$ cat src/rtl/dct_pkg.sv
package dct_pkg;
  localparam int DLY_W  = 14;
  localparam int CNT_W  = 2;
  localparam int WORD_W = DLY_W + CNT_W;
  localparam int SLOTS  = 2;

  typedef logic [DLY_W-1:0]  dly_t;
  typedef logic [CNT_W-1:0]  cnt_t;
  typedef logic [WORD_W-1:0] word_t;

  typedef enum logic [1:0] {
    SL_IDLE = 2'd0,
    SL_WAIT = 2'd1,
    SL_DUE  = 2'd2
  } slot_st_t;

  // count field sits above the delay bits
  function automatic cnt_t f_cnt_field(input word_t w);
    return w[WORD_W-1 -: CNT_W];
  endfunction

  function automatic dly_t f_dly_field(input word_t w);
    return w[DLY_W-1:0];
  endfunction

  // count is stored as number-of-commands minus one
  function automatic logic f_is_last(input cnt_t idx, input cnt_t cnt_m1);
    return idx == cnt_m1;
  endfunction
endpackage

$ cat src/rtl/dct_prescaler.sv
module dct_prescaler #(
  parameter int unsigned TICKS = 4
) (
  input  logic clk,
  input  logic rst_n,
  output logic tick
);
  localparam int unsigned PW = (TICKS > 1) ? $clog2(TICKS) : 1;
  localparam logic [PW-1:0] LAST = PW'(TICKS - 1);

  logic [PW-1:0] pc_q;

  assign tick = (pc_q == LAST);

  always_ff @(posedge clk) begin
    if (!rst_n)    pc_q <= '0;
    else if (tick) pc_q <= '0;
    else           pc_q <= pc_q + 1'b1;
  end

  generate
    if (TICKS > 1) begin : g_chk
      AST_TICK_ISOLATED: assert property (@(posedge clk) disable iff (!rst_n)
        tick |=> !tick);
    end
  endgenerate
endmodule

$ cat src/rtl/dct_slot.sv
module dct_slot
  import dct_pkg::*;
(
  input  logic clk,
  input  logic rst_n,
  input  logic tick,
  input  logic load_en,
  input  dly_t load_dly,
  input  cnt_t load_cnt,
  input  logic clear_en,
  output logic busy,
  output logic due,
  output cnt_t cnt
);
  slot_st_t st_q;
  dly_t     rem_q;
  cnt_t     cnt_q;
  logic     expire;

  assign expire = (st_q == SL_WAIT) && tick && (rem_q == '0);

  always_ff @(posedge clk) begin
    if (!rst_n) begin
      st_q  <= SL_IDLE;
      rem_q <= '0;
      cnt_q <= '0;
    end else if (clear_en) begin
      st_q <= SL_IDLE;
    end else if (load_en) begin
      st_q  <= SL_WAIT;
      rem_q <= load_dly;
      cnt_q <= load_cnt;
    end else if (expire) begin
      st_q <= SL_DUE;
    end else if (st_q == SL_WAIT && tick) begin
      rem_q <= rem_q - dly_t'(1);
    end
  end

  assign busy = (st_q != SL_IDLE);
  assign due  = (st_q == SL_DUE);
  assign cnt  = cnt_q;

  AST_LOAD_ONLY_IDLE: assert property (@(posedge clk) disable iff (!rst_n)
    load_en |-> (st_q == SL_IDLE));
  AST_CLEAR_ONLY_DUE: assert property (@(posedge clk) disable iff (!rst_n)
    clear_en |-> (st_q == SL_DUE));
  AST_DUE_UNTIL_CLEAR: assert property (@(posedge clk) disable iff (!rst_n)
    (due && !clear_en) |=> due);
endmodule

$ cat src/rtl/dct_head.sv
module dct_head
  import dct_pkg::*;
(
  input  logic                        clk,
  input  logic                        rst_n,
  input  logic [SLOTS-1:0]            due_vec,
  input  logic [SLOTS-1:0][CNT_W-1:0] cnt_vec,
  input  logic                        old_ptr,
  input  logic                        cmd_ack,
  output logic                        head_valid,
  output logic                        head_sel,
  output cnt_t                        head_idx,
  output logic                        head_last,
  output logic [SLOTS-1:0]            clear_vec
);
  cnt_t idx_q;
  logic hold_q;
  logic draining;
  logic pick;
  logic pop;

  assign draining   = (idx_q != '0);
  // mid-cluster the held slot wins; otherwise the older due slot first
  assign pick       = draining ? hold_q : (due_vec[old_ptr] ? old_ptr : ~old_ptr);
  assign head_valid = due_vec[pick];
  assign head_last  = head_valid && f_is_last(idx_q, cnt_vec[pick]);
  assign pop        = head_valid && cmd_ack;
  assign head_sel   = pick;
  assign head_idx   = idx_q;

  genvar g;
  generate
    for (g = 0; g < SLOTS; g++) begin : g_clr
      assign clear_vec[g] = pop && head_last && (pick == 1'(g));
    end
  endgenerate

  always_ff @(posedge clk) begin
    if (!rst_n) begin
      idx_q  <= '0;
      hold_q <= 1'b0;
    end else if (pop) begin
      idx_q  <= head_last ? '0 : idx_q + 1'b1;
      hold_q <= pick;
    end
  end

  AST_DRAIN_LOCKED: assert property (@(posedge clk) disable iff (!rst_n)
    (head_valid && cmd_ack && !head_last) |=>
      (head_valid && head_sel == $past(head_sel) && head_idx == cnt_t'($past(head_idx) + 1'b1)));
  AST_IDLE_ACK_IGNORED: assert property (@(posedge clk) disable iff (!rst_n)
    (!head_valid && cmd_ack) |=> $stable(idx_q));
endmodule

$ cat src/rtl/dly_cluster_timer.sv
module dly_cluster_timer
  import dct_pkg::*;
#(
  parameter int unsigned TICKS_PER_STEP = 1000000000
) (
  input  logic              clk,
  input  logic              rst_n,
  input  logic              load_valid,
  input  logic [WORD_W-1:0] load_word,
  output logic              load_accept,
  output logic              step_tick,
  output logic              due_valid,
  output logic              due_slot,
  output logic [CNT_W-1:0]  due_idx,
  output logic              due_last,
  input  logic              cmd_ack,
  output logic              ovf_flag
);
  logic                        tick;
  logic [SLOTS-1:0]            busy_vec;
  logic [SLOTS-1:0]            due_vec;
  logic [SLOTS-1:0][CNT_W-1:0] cnt_vec;
  logic [SLOTS-1:0]            load_vec;
  logic [SLOTS-1:0]            clear_vec;
  logic [SLOTS-1:0]            busy_next;
  logic                        any_idle;
  logic                        alloc_sel;
  logic                        refuse;
  logic                        old_q;
  logic                        ovf_q;

  dct_prescaler #(.TICKS(TICKS_PER_STEP)) u_pre (
    .clk(clk), .rst_n(rst_n), .tick(tick)
  );

  assign any_idle    = ~&busy_vec;
  assign alloc_sel   = busy_vec[0];
  assign load_accept = load_valid && any_idle;
  assign refuse      = load_valid && !any_idle;

  genvar g;
  generate
    for (g = 0; g < SLOTS; g++) begin : g_slot
      assign load_vec[g]  = load_accept && (alloc_sel == 1'(g));
      assign busy_next[g] = (busy_vec[g] && !clear_vec[g]) || load_vec[g];
      dct_slot u_slot (
        .clk(clk), .rst_n(rst_n), .tick(tick),
        .load_en(load_vec[g]),
        .load_dly(f_dly_field(load_word)),
        .load_cnt(f_cnt_field(load_word)),
        .clear_en(clear_vec[g]),
        .busy(busy_vec[g]), .due(due_vec[g]), .cnt(cnt_vec[g])
      );
    end
  endgenerate

  dct_head u_head (
    .clk(clk), .rst_n(rst_n),
    .due_vec(due_vec), .cnt_vec(cnt_vec), .old_ptr(old_q),
    .cmd_ack(cmd_ack),
    .head_valid(due_valid), .head_sel(due_slot), .head_idx(due_idx),
    .head_last(due_last), .clear_vec(clear_vec)
  );

  // age pointer: the slot that has been holding its cluster longer
  always_ff @(posedge clk) begin
    if (!rst_n) begin
      old_q <= 1'b0;
      ovf_q <= 1'b0;
    end else begin
      if (load_accept)
        old_q <= busy_next[~alloc_sel] ? ~alloc_sel : alloc_sel;
      else if (clear_vec[0])
        old_q <= 1'b1;
      else if (clear_vec[1])
        old_q <= 1'b0;
      if (refuse) ovf_q <= 1'b1;
    end
  end

  assign step_tick = tick;
  assign ovf_flag  = ovf_q;

  AST_OVF_STICKY: assert property (@(posedge clk) disable iff (!rst_n)
    ovf_flag |=> ovf_flag);
  AST_OVF_CAUSE: assert property (@(posedge clk) disable iff (!rst_n)
    $rose(ovf_flag) |-> $past(load_valid));
  AST_REFUSE_KEEPS_SLOTS: assert property (@(posedge clk) disable iff (!rst_n)
    (refuse && !due_valid) |=> (busy_vec == 2'b11));
endmodule

$ cat config.mk
export PLATFORM = sky130hd
export DESIGN_NAME = dly_cluster_timer
export DESIGN_NICKNAME = d
export VERILOG_FILES = /design/src/rtl/dct_pkg.sv /design/src/rtl/dct_prescaler.sv /design/src/rtl/dct_slot.sv /design/src/rtl/dct_head.sv /design/src/rtl/dly_cluster_timer.sv
export SDC_FILE = /design/constraint.sdc
export NUM_CORES = 1
export LEC_CHECK = 0
export BUFFER_PORTS_ARGS = -buffer_cell sky130_fd_sc_hd__buf_2
export CORE_UTILIZATION = 30
export CTS_CLUSTER_DIAMETER = 200
export DETAILED_ROUTE_END_ITERATION = 8
export GPL_TIMING_DRIVEN = 0
export MAX_ROUTING_LAYER = met4
export PLACE_DENSITY = 0.48
export SETUP_SLACK_MARGIN = 0.4
export SYNTH_ARGS = -nofsm -noshare
export SYNTH_HDL_FRONTEND = slang
export SYNTH_SLANG_ARGS = --single-unit
$ cat constraint.sdc
create_clock -name clk -period 6.63 [get_ports clk]
set_input_delay 0.663 -clock clk [delete_from_list [all_inputs] [get_ports clk]]
set_output_delay 0.663 -clock clk [all_outputs]
set_load 0.05 [all_outputs]
==> summary.md, run 1 <==
Counting cells, the worst reg-to-reg path comes to 9. The logs give 0 for the max-slew violation count and 9 for the number of buffers added by the clock tree synthesis step. The path class of the tightest hold or removal check is reg -> reg.

Summed over all layers, the global routing overflow is 0. The average cell area after synthesis was 8.33 um2; the post-CTS clock slew at the launch and capture registers of the worst setup and hold paths was 60 ps. During I/O placement, the number of pins put on the boundary was 28. For the post-detailed-route DRC marker count, the log shows 0.

The die is 114 um tall. After synthesis, the largest area contributor takes up 37.6% of total cell area. For the worst setup path, the data required time is 5970 ps. The largest individual stage delay along the critical path comes from the cell sky130_fd_sc_hd__dfxtp_1. The final clock period utilization by the worst path works out to 49.0%.

The sequential share of power is 42.3%. The synthesized design contains 71 register bits. The hold path depth was 1. During placement, the flow inserted port buffers numbering 27. The tools report the core footprint as 12200 um2.

Buffer type at the clock tree root: sky130_fd_sc_hd__clkbuf_16. For the post-synthesis net count, the log shows 478. In the synthesized netlist, the cells that appear most often are sky130_fd_sc_hd__dfxtp_1 (71), sky130_fd_sc_hd__nor2_1 (64), sky130_fd_sc_hd__a21oi_1 (40). The floorplan step defined a die boundary enclosing 13100 um2.

Clock share of power: 41.9%. Along the worst path, the maximum fanout reaches 6. For the pin with the worst max-slew slack, the measured transition is 806 ps. The number of global-route vias before repair came out at 3250. In the final layout, flip-flops and latches occupy 1420 um2.

The shortest clock period the worst path allows after layout was 3250 ps; the number of nets with antenna violations after routing was 0. Cell with the most instances after synthesis: sky130_fd_sc_hd__dfxtp_1. The worst path meets setup with 3380 ps of slack. The layout has 1278 filler cells. The run gives 0 as the antenna diode count.

Ratio of cells with drive above 1 in the final layout: 13.9%. The worst register-to-register path begins at u_head.head_idx[0]$_SDFFE_PN0N_. For this run, the leading register cell type out of synthesis is sky130_fd_sc_hd__dfxtp_1. The logs give 3330 for the via count and 15.8% for the power share of the combinational group.

The areal power density over the cells works out to 249 nW/um2. The startpoint identified for the worst hold timing path is u_pre.pc_q[0]$_SDFF_PP0_. The flow ran to the end, and the final reports show no timing, DRC or antenna violations.

The die is 114 um wide. VDD sags by at most 138 uV. By area the synthesized netlist is led by sky130_fd_sc_hd__dfxtp_1 (38%), sky130_fd_sc_hd__nor2_1 (6.3%), sky130_fd_sc_hd__xor2_1 (5.6%).

For the count of warnings emitted by yosys, the log shows 0. For this design, the sink count on the clock tree is 71. Of all flip-flops after synthesis, the portion carrying an async set or reset was 0%.

The critical path starts at u_head.head_idx[0]$_SDFFE_PN0N_. The clock tree synthesis step divided the H-tree into 3 levels. The first detailed-routing pass ran for 4 iterations. The run gives 37.6% as the sequential cell area fraction in the yosys report.

For the final database, setup skew stands at 4.02 ps. On the worst path, the slowest cell contributes a delay of 380 ps. Net switching is 28.6% of the power.

The tools report the first-pass GRT wire length as 16100 um. Endpoint kind of the worst setup timing path: a primary output. The average routed wire per standard cell works out to 14.4 um.

The setup path with the least slack is of type reg -> out. TritonCTS built the clock tree. The tools report the setup-violating endpoint count in the final report as 0. Cell taking the most area after synthesis: sky130_fd_sc_hd__dfxtp_1.

The clock reaches the later pin of the worst-skew pair after 330 ps. The gate count after technology mapping is 454. The net count of the finished layout is 516. Post-CTS repair changed the size of 0 cells.

The logs give 7080 um for the post-DP HPWL and 61 for the distinct cell type count of the synthesized netlist. The run gives 0 as the number of antenna violations at the first check in global routing. Walking the worst path, the cells encountered are inv_1 -> ha_1 -> nand4b_1 -> o311a_1 -> inv_1 -> mux2_2 -> inv_1 -> nor3_1 -> buf_2.

The startpoint type of the worst setup path was a flip-flop. Once the floorplan was initialized, standard cells occupied 31.1% of the core. Yosys mapped a number of flops with a built-in enable equal to 0. Based on the critical path, the design can be clocked at up to 308 MHz. Entering global routing, the biggest net connects 13 pins. The multi-input combinational cells in the finished layout cover a total of 2200 um2. The area growth from synthesis to final layout was 16.7%.

For this run, the total global-route usage over all layers was measured as 16.4%. Mean number of vias per cell: 5.01. For the final wirelength, the log shows 9600 um. The final RePlAce weighted congestion was 0.847; the number of post-CTS setup repair buffers was 0. Dominant cell type by count on the critical path: sky130_fd_sc_hd__inv_1.

The tools report the sum of negative setup slack as 0 ps. The clock passes through at most 2 buffers. The analysis attributes to cell leakage a power of 1.55 nW. Setup repair after global routing left no endpoint under its margin. The final number of hold-violating endpoints is 0. For this design, the CTS-stage hold fixing added 0 buffers.

Max-cap violations in this run came to 0. The internal power of the cells totals 0.000785 W. The number of rows created at floorplan was 40. The logs give 155 for the iteration-0 DRC count of the detailed router and 3730 ps for the post-placement setup slack.

The analysis attributes to net switching a power of 0.000314 W. At the worst endpoint, the arrival time is 2590 ps. For the area of the mapped netlist, the log shows 3780 um2.

Measured against its own limit, the worst slew margin works out to 45.8%.
sequential cells by signal (all words and copies together), names as in the netlist:
signal and cells:
g_slot.u_slot.st_q 4, u_head.hold_q 1, g_slot.u_slot.cnt 4, u_pre.pc_q 30, old_q 1, g_slot.u_slot.rem_q 28, u_head.head_idx 2, ovf_flag 1
routing by layer:
layer,routed length [um],track usage (%),up-vias
li1,-,-,1713
met1,4720,19.9,1552
met2,4410,26.2,55
met3,298,4.39,10
met4,176,5.97,0
met5,0,-,-
path summary, 6_finish.rpt:
path                              end  slack, ps
min          u_pre.pc_q[0]$_SDFF_PP0_        450
max reg2reg        old_q$_SDFFE_PN0P_       4030
min reg2reg  u_pre.pc_q[0]$_SDFF_PP0_        450
max                          due_last       3380
power by group through the flow:
stage | Sequential [W] | Clock (W) | Combinational (W)
final | 0.000465 | 0.000460 | 0.000174
after detailed placement | 0.000474 | 0 | 0.000173
after global routing | 0.000468 | 0.000491 | 0.000194
after global placement | 0.000473 | 0 | 0.000172
after floorplan | 0.000470 | 0 | 0.000130
after CTS | 0.000464 | 0.000478 | 0.000174
worst max-delay path, delay by kind of cell, from the launching register on:
family	cells	cell delay, ps
simple gates	2	430
mux	1	290
compound gates	1	320
buf+inv	4	610
fa+ha+maj	1	230
flops	1	380
logic make-up after synthesis:
family	share of synthesized area, %
AO/OA/AOI/OAI	16.8
XOR/XNOR	9.49
adder cells (fa/ha/maj)	1.32
buffers and inverters	4.20
flip-flops	37.6
multiplexers	0.827
AND/OR/NAND/NOR	29.8
layout by cell type, fill, tap and decap left out, drive strengths merged, types with 13 or more instances in the layout:
master  count
xor2       24
nor2       65
nand3      13
xnor2      17
nand2      39
buf        35
nor3       15
dfxtp      71
o21ai      18
clkbuf     23
a21oi      40
stage by stage:
stage / hold slack, ps / instance area, um2 / instances / total power, W / util [%]
global route: 474 / 4410 / 665 / 0.00115 / 36.3
floorplan: 418 / 3780 / 454 / 0.000600 / -
detailed placement: 437 / 4130 / 649 / 0.000647 / 34.0
CTS: 454 / 4410 / 665 / 0.00112 / 36.3
global placement: 436 / 4130 / 649 / 0.000645 / 34.0
finish: 455 / 4410 / 665 / 0.00110 / 36.3
area by class of cell:
| cell class | instances | area share [%] |
|---|---|---|
| multi-input combinational | 350 | 49.9 |
| clock buffer | 11 | 5.73 |
| tap | 168 | 4.76 |
| sequential | 71 | 32.2 |
| clock inverter | 5 | 0.737 |
| timing repair buffer | 27 | 3.06 |
| inverter | 13 | 1.11 |
| buffer | 20 | 2.49 |
No activity file was read; power rests on OpenSTA's default activity.
==> run 2: changes to the inputs <==
--- a/config.mk
+++ b/config.mk
@@ -5,13 +5,14 @@
 export SDC_FILE = /design/constraint.sdc
 export NUM_CORES = 1
 export LEC_CHECK = 0
+export ABC_AREA = 1
 export BUFFER_PORTS_ARGS = -buffer_cell sky130_fd_sc_hd__buf_2
 export CORE_UTILIZATION = 30
 export CTS_CLUSTER_DIAMETER = 200
 export DETAILED_ROUTE_END_ITERATION = 8
 export GPL_TIMING_DRIVEN = 0
 export MAX_ROUTING_LAYER = met4
-export PLACE_DENSITY = 0.48
+export PLACE_DENSITY = 0.47
 export SETUP_SLACK_MARGIN = 0.4
 export SYNTH_ARGS = -nofsm -noshare
 export SYNTH_HDL_FRONTEND = slang
==> constraint.sdc (replaced) <==
create_clock -name clk -period 3.15 [get_ports clk]
set_input_delay 0.315 -clock clk [delete_from_list [all_inputs] [get_ports clk]]
set_output_delay 0.315 -clock clk [all_outputs]
set_load 0.05 [all_outputs]
==> summary.md, run 2 <==
On the critical path the largest part of the delay comes from simple AND/OR/NAND/NOR gates. For the distinct cell type count of the synthesized netlist, the log shows 38 (-38%). The length of the first detailed-routing pass in iterations was 6 (+2). The flow ran to the end, and the final reports show no timing, DRC or antenna violations.

The leakage power of the design is 2.03 nW (+31%), and the highest net fanout along the worst path is 8 (+2). The number of rows created at floorplan is 42 (+5.0%), and the number of buffer and inverter stages on the critical path is 4 (unchanged). The mean number of vias per cell is 4.77 (-4.6%), and the ratio of cells with drive above 1 in the final layout is 11.6% (-2.3 points). The vertical die dimension is 120 um (+5.1%), and the worst-skew pair later-pin latency is 340 ps (about the same).

The endpoint identified for the worst register-to-register timing path is g_slot[0].u_slot.rem_q[7]$_SDFFE_PN0P_. The worst-case clock skew is 6.31 ps (+2.29 ps). The gate count after technology mapping is 656 (+44%), and the final clock period utilization by the worst path is 82.0%. After synthesis, the cell types taking the most area are sky130_fd_sc_hd__dfxtp_1 (34%), sky130_fd_sc_hd__nand2_1 (13%), sky130_fd_sc_hd__inv_1 (8.2%). Starting density of the core: 31.1% (about the same). The most used flip-flop cell after synthesis is sky130_fd_sc_hd__dfxtp_1. Arrival time of the worst setup path: 2270 ps (-320 ps).

The worst setup path is captured at a primary output. The reg-to-reg critical path startpoint is g_slot[0].u_slot.rem_q[0]$_SDFFE_PN0P_. The run gives 5700 um (+29%) as the met2 layer wire length in the routed design.

For the via count, the log shows 4178 (+25%). The run gives 4190 um2 (+11%) as the area of the mapped netlist. TritonCTS built the clock tree.

The logs give 9 (unchanged) for the number of buffers added by the clock tree synthesis step and 294 (+90%) for the iteration-0 DRC count of the detailed router. Ranked by flip-flop count, first place goes to u_pre.pc_q. The post-DP HPWL was 9000 um (+27%). Following the worst setup path forward leads to its endpoint at due_last. Top-area cell type share of the netlist area: 33.9% (-3.6 points). The run gives 763 ps (-2970 ps) as the post-placement setup slack. The fraction of registers with async set/reset came out at 0% (unchanged).

In the post-synthesis netlist, the cell with the most instances is sky130_fd_sc_hd__nand2_1. The filler cell count was 1502 (+18%). The areal power density over the cells came out at 540 nW/um2 (+120%).

For the total congestion overflow, the log shows 0 (unchanged). The peak per-stage delay on the critical path is 380 ps (about the same), and the post-synthesis net count is 680 (+42%). STA classifies the critical path startpoint as a flip-flop. The number of H-tree levels is 3 (unchanged). For the post-detailed-route DRC marker count, the log shows 0 (unchanged). Worst hold slack: 277 ps (-178 ps).

The sequential cell area fraction in the yosys report came out at 33.9% (-3.6 points). The logs give 52.4% (+6.6 points) for the tightest slew margin relative to the limit and 542 um (+82%) for the met3 layer wire length in the routed design. For the final wirelength, the log shows 11900 um (+24%).

The tools report the buffer type at the clock tree root as sky130_fd_sc_hd__clkbuf_16. Highest routing layer actually used: met4. For the number of placed instances with taps included, the log shows 858 (+32%). The number of synthesized flops with an enable pin came out at 0 (unchanged).

The most common cell after layout, fill and taps aside was sky130_fd_sc_hd__nand2_1. The worst min-delay path class is in -> reg. Setup repair after global routing left no endpoint under its margin. The cell count of the worst reg-to-reg path is 12 (+3), and the antenna diode count is 0 (unchanged).

The cell taking the most area after synthesis is sky130_fd_sc_hd__dfxtp_1. The overall global routing resource usage was 18.3% (+1.8 points). The average cell area after synthesis works out to 6.38 um2 (-23%). In the layout the commonest cells are sky130_fd_sc_hd__nand2_1 (147), sky130_fd_sc_hd__inv_1 (92), sky130_fd_sc_hd__nor2_1 (84), sky130_fd_sc_hd__dfxtp_1 (70), sky130_fd_sc_hd__nand3_1 (58). Data required time at the worst endpoint: 2830 ps (-3140 ps).

The number of cells in the finished layout apart from fillers was 875 (+32%). The max-capacitance violation count is 0 (unchanged). In the synthesized netlist, the cells that appear most often are sky130_fd_sc_hd__nand2_1 (148), sky130_fd_sc_hd__inv_1 (92), sky130_fd_sc_hd__nor2_1 (85).

For the core footprint, the log shows 13500 um2 (+11%). The critical path is of the reg -> out type. The width of the die works out to 120 um (+5.1%).

The shortest clock period the worst path allows after layout was 2580 ps; the first-pass GRT wire length was 19900 um (+23%). The flip-flop count of the largest register after layout is 30 (unchanged). The number of antenna violations at the first check in global routing was 0 (unchanged); the die footprint was 14400 um2 (+10%).

The post-CTS clock slew at the launch and capture registers of the worst setup and hold paths was 60 ps (about the same). The final RePlAce weighted congestion came out at 0.932 (+10%). The number of logic stages on the critical path including buffering is 11 (+2). On the critical path, the stage with the largest delay is an instance of sky130_fd_sc_hd__dfxtp_1. For the setup slack of the worst register-to-register path, the log shows 890 ps (-3140 ps).

The run gives 1420 um2 (about the same) as the flip-flop and latch area. The logs give 71 (unchanged) for the sink count of the clock tree and 0 (unchanged) for the final number of hold-violating endpoints. Layout net count: 718 (+39%).

The tools report the combined area of the multi-input logic cells as 2300 um2 (+4.5%). The sum of negative setup slack is 0 ps (unchanged). For the buffer levels on the longest clock path, the log shows 2 (unchanged).

Timing would allow up to 387 MHz. The average routed wire per standard cell was 13.6 um (-5.7%). Tracing the worst setup path back leads to its startpoint at u_head.head_idx[1]$_SDFFE_PN0N_. The count of warnings emitted by yosys was 0 (unchanged); the largest vdd supply drop was 239 uV (+73%). The setup-violating endpoint count in the final report was 0 (unchanged). The number of nets with antenna violations after routing was 0 (unchanged). The final worst slack is 566 ps (-2810 ps), and the number of port buffers is 26 (-3.7%).

For the largest net degree at the start of global routing, the log shows 13 (unchanged). The largest registers in the layout are u_pre.pc_q (30), g_slot.u_slot.rem_q (28). For the max-slew violation count, the log shows 0 (unchanged).

The signal on the critical path passes through inv_1 -> ha_1 -> or2_2 -> nand2_2 -> inv_1 -> nand2_1 -> nand3_1 -> nand2_1 -> nand2_1 -> inv_1 -> clkbuf_4. The I/O pin count came out at 28 (unchanged). The wire length the detailed router placed on met1 was 5360 um (+14%); the area growth from synthesis to final layout was 17.0%. The total of flip-flops plus latches after synthesis was 71 (unchanged); the worst-margin pin slew was 708 ps (-97.4 ps). Number of global-route vias before repair: 4143 (+27%).
## run 2: layout make-up
type	instances	share of cell area, %
flip-flops and latches	71	29.0
plain buffers	18	2.09
repair buffers	27	2.86
multi-input cells	471	47.0
well taps	176	4.49
clock buffers	10	4.88
clock inverters	6	2.20
inverters	96	7.45
## run 2: where the power goes
group          switching, W  total [W]  internal [W]
clock              0.000403    0.00119      0.000792
sequential        0.0000301   0.000973      0.000943
combinational      0.000309   0.000479      0.000170
## run 2: how the worst min path moves through the flow
stage | startpoint | endpoint | depth (start not counted)
after floorplan | u_pre.pc_q[0]$_SDFF_PP0_ | u_pre.pc_q[0]$_SDFF_PP0_ | 1
after global placement | u_pre.pc_q[0]$_SDFF_PP0_ | u_pre.pc_q[0]$_SDFF_PP0_ | 1
after detailed placement | u_pre.pc_q[0]$_SDFF_PP0_ | u_pre.pc_q[0]$_SDFF_PP0_ | 1
after CTS | load_word[15] | g_slot[0].u_slot.cnt[1]$_SDFFE_PN0P_ | 3
after global routing | load_word[15] | g_slot[0].u_slot.cnt[1]$_SDFFE_PN0P_ | 3
final | load_word[15] | g_slot[0].u_slot.cnt[1]$_SDFFE_PN0P_ | 3
## run 2: stage by stage
step	util (%)	cell area (um2)	total power [W]
after floorplan	-	4190	0.00135
after global placement	33.7	4540	0.00146
after detailed placement	33.7	4540	0.00146
after CTS	36.3	4890	0.00268
after global routing	36.4	4900	0.00280
final	36.4	4900	0.00265
## run 2: kinds of logic after synthesis
kind of cell | Yosys count | share of synthesized area, %
mux | 1 | 0.239
buf+inv | 114 | 11.2
flops | 71 | 33.9
fa+ha+maj | 4 | 1.20
compound gates | 96 | 12.0
xor+xnor | 14 | 2.93
simple gates | 356 | 38.5
## run 2: worst reg2reg max path: stages, from the launching register on
cell and delay [ps]:
sky130_fd_sc_hd__dfxtp_1 320, sky130_fd_sc_hd__inv_1 100, sky130_fd_sc_hd__ha_1 160, sky130_fd_sc_hd__nand2_1 80, sky130_fd_sc_hd__nor2_1 230, sky130_fd_sc_hd__nand4_1 260, sky130_fd_sc_hd__nor4_1 390, sky130_fd_sc_hd__nand3_2 180
sky130_fd_sc_hd__nand2_4 140, sky130_fd_sc_hd__buf_6 150, sky130_fd_sc_hd__nand2_1 60, sky130_fd_sc_hd__nand2_1 50, sky130_fd_sc_hd__nor2_1 40
## run 2: metal layers
layer  vias up  global-route usage (%)
met5         -                       -
met4         0                    7.66
met3        26                    4.94
met2       104                    30.0
met1      1861                    20.9
li1       2187                       -
## run 2: what timing repair did
action                     CTS  global route
setup buffers                0             1
hold buffers                 0             0
pin swaps                    0             1
gates resized for setup      1             2
setup endpoints to repair    1             1
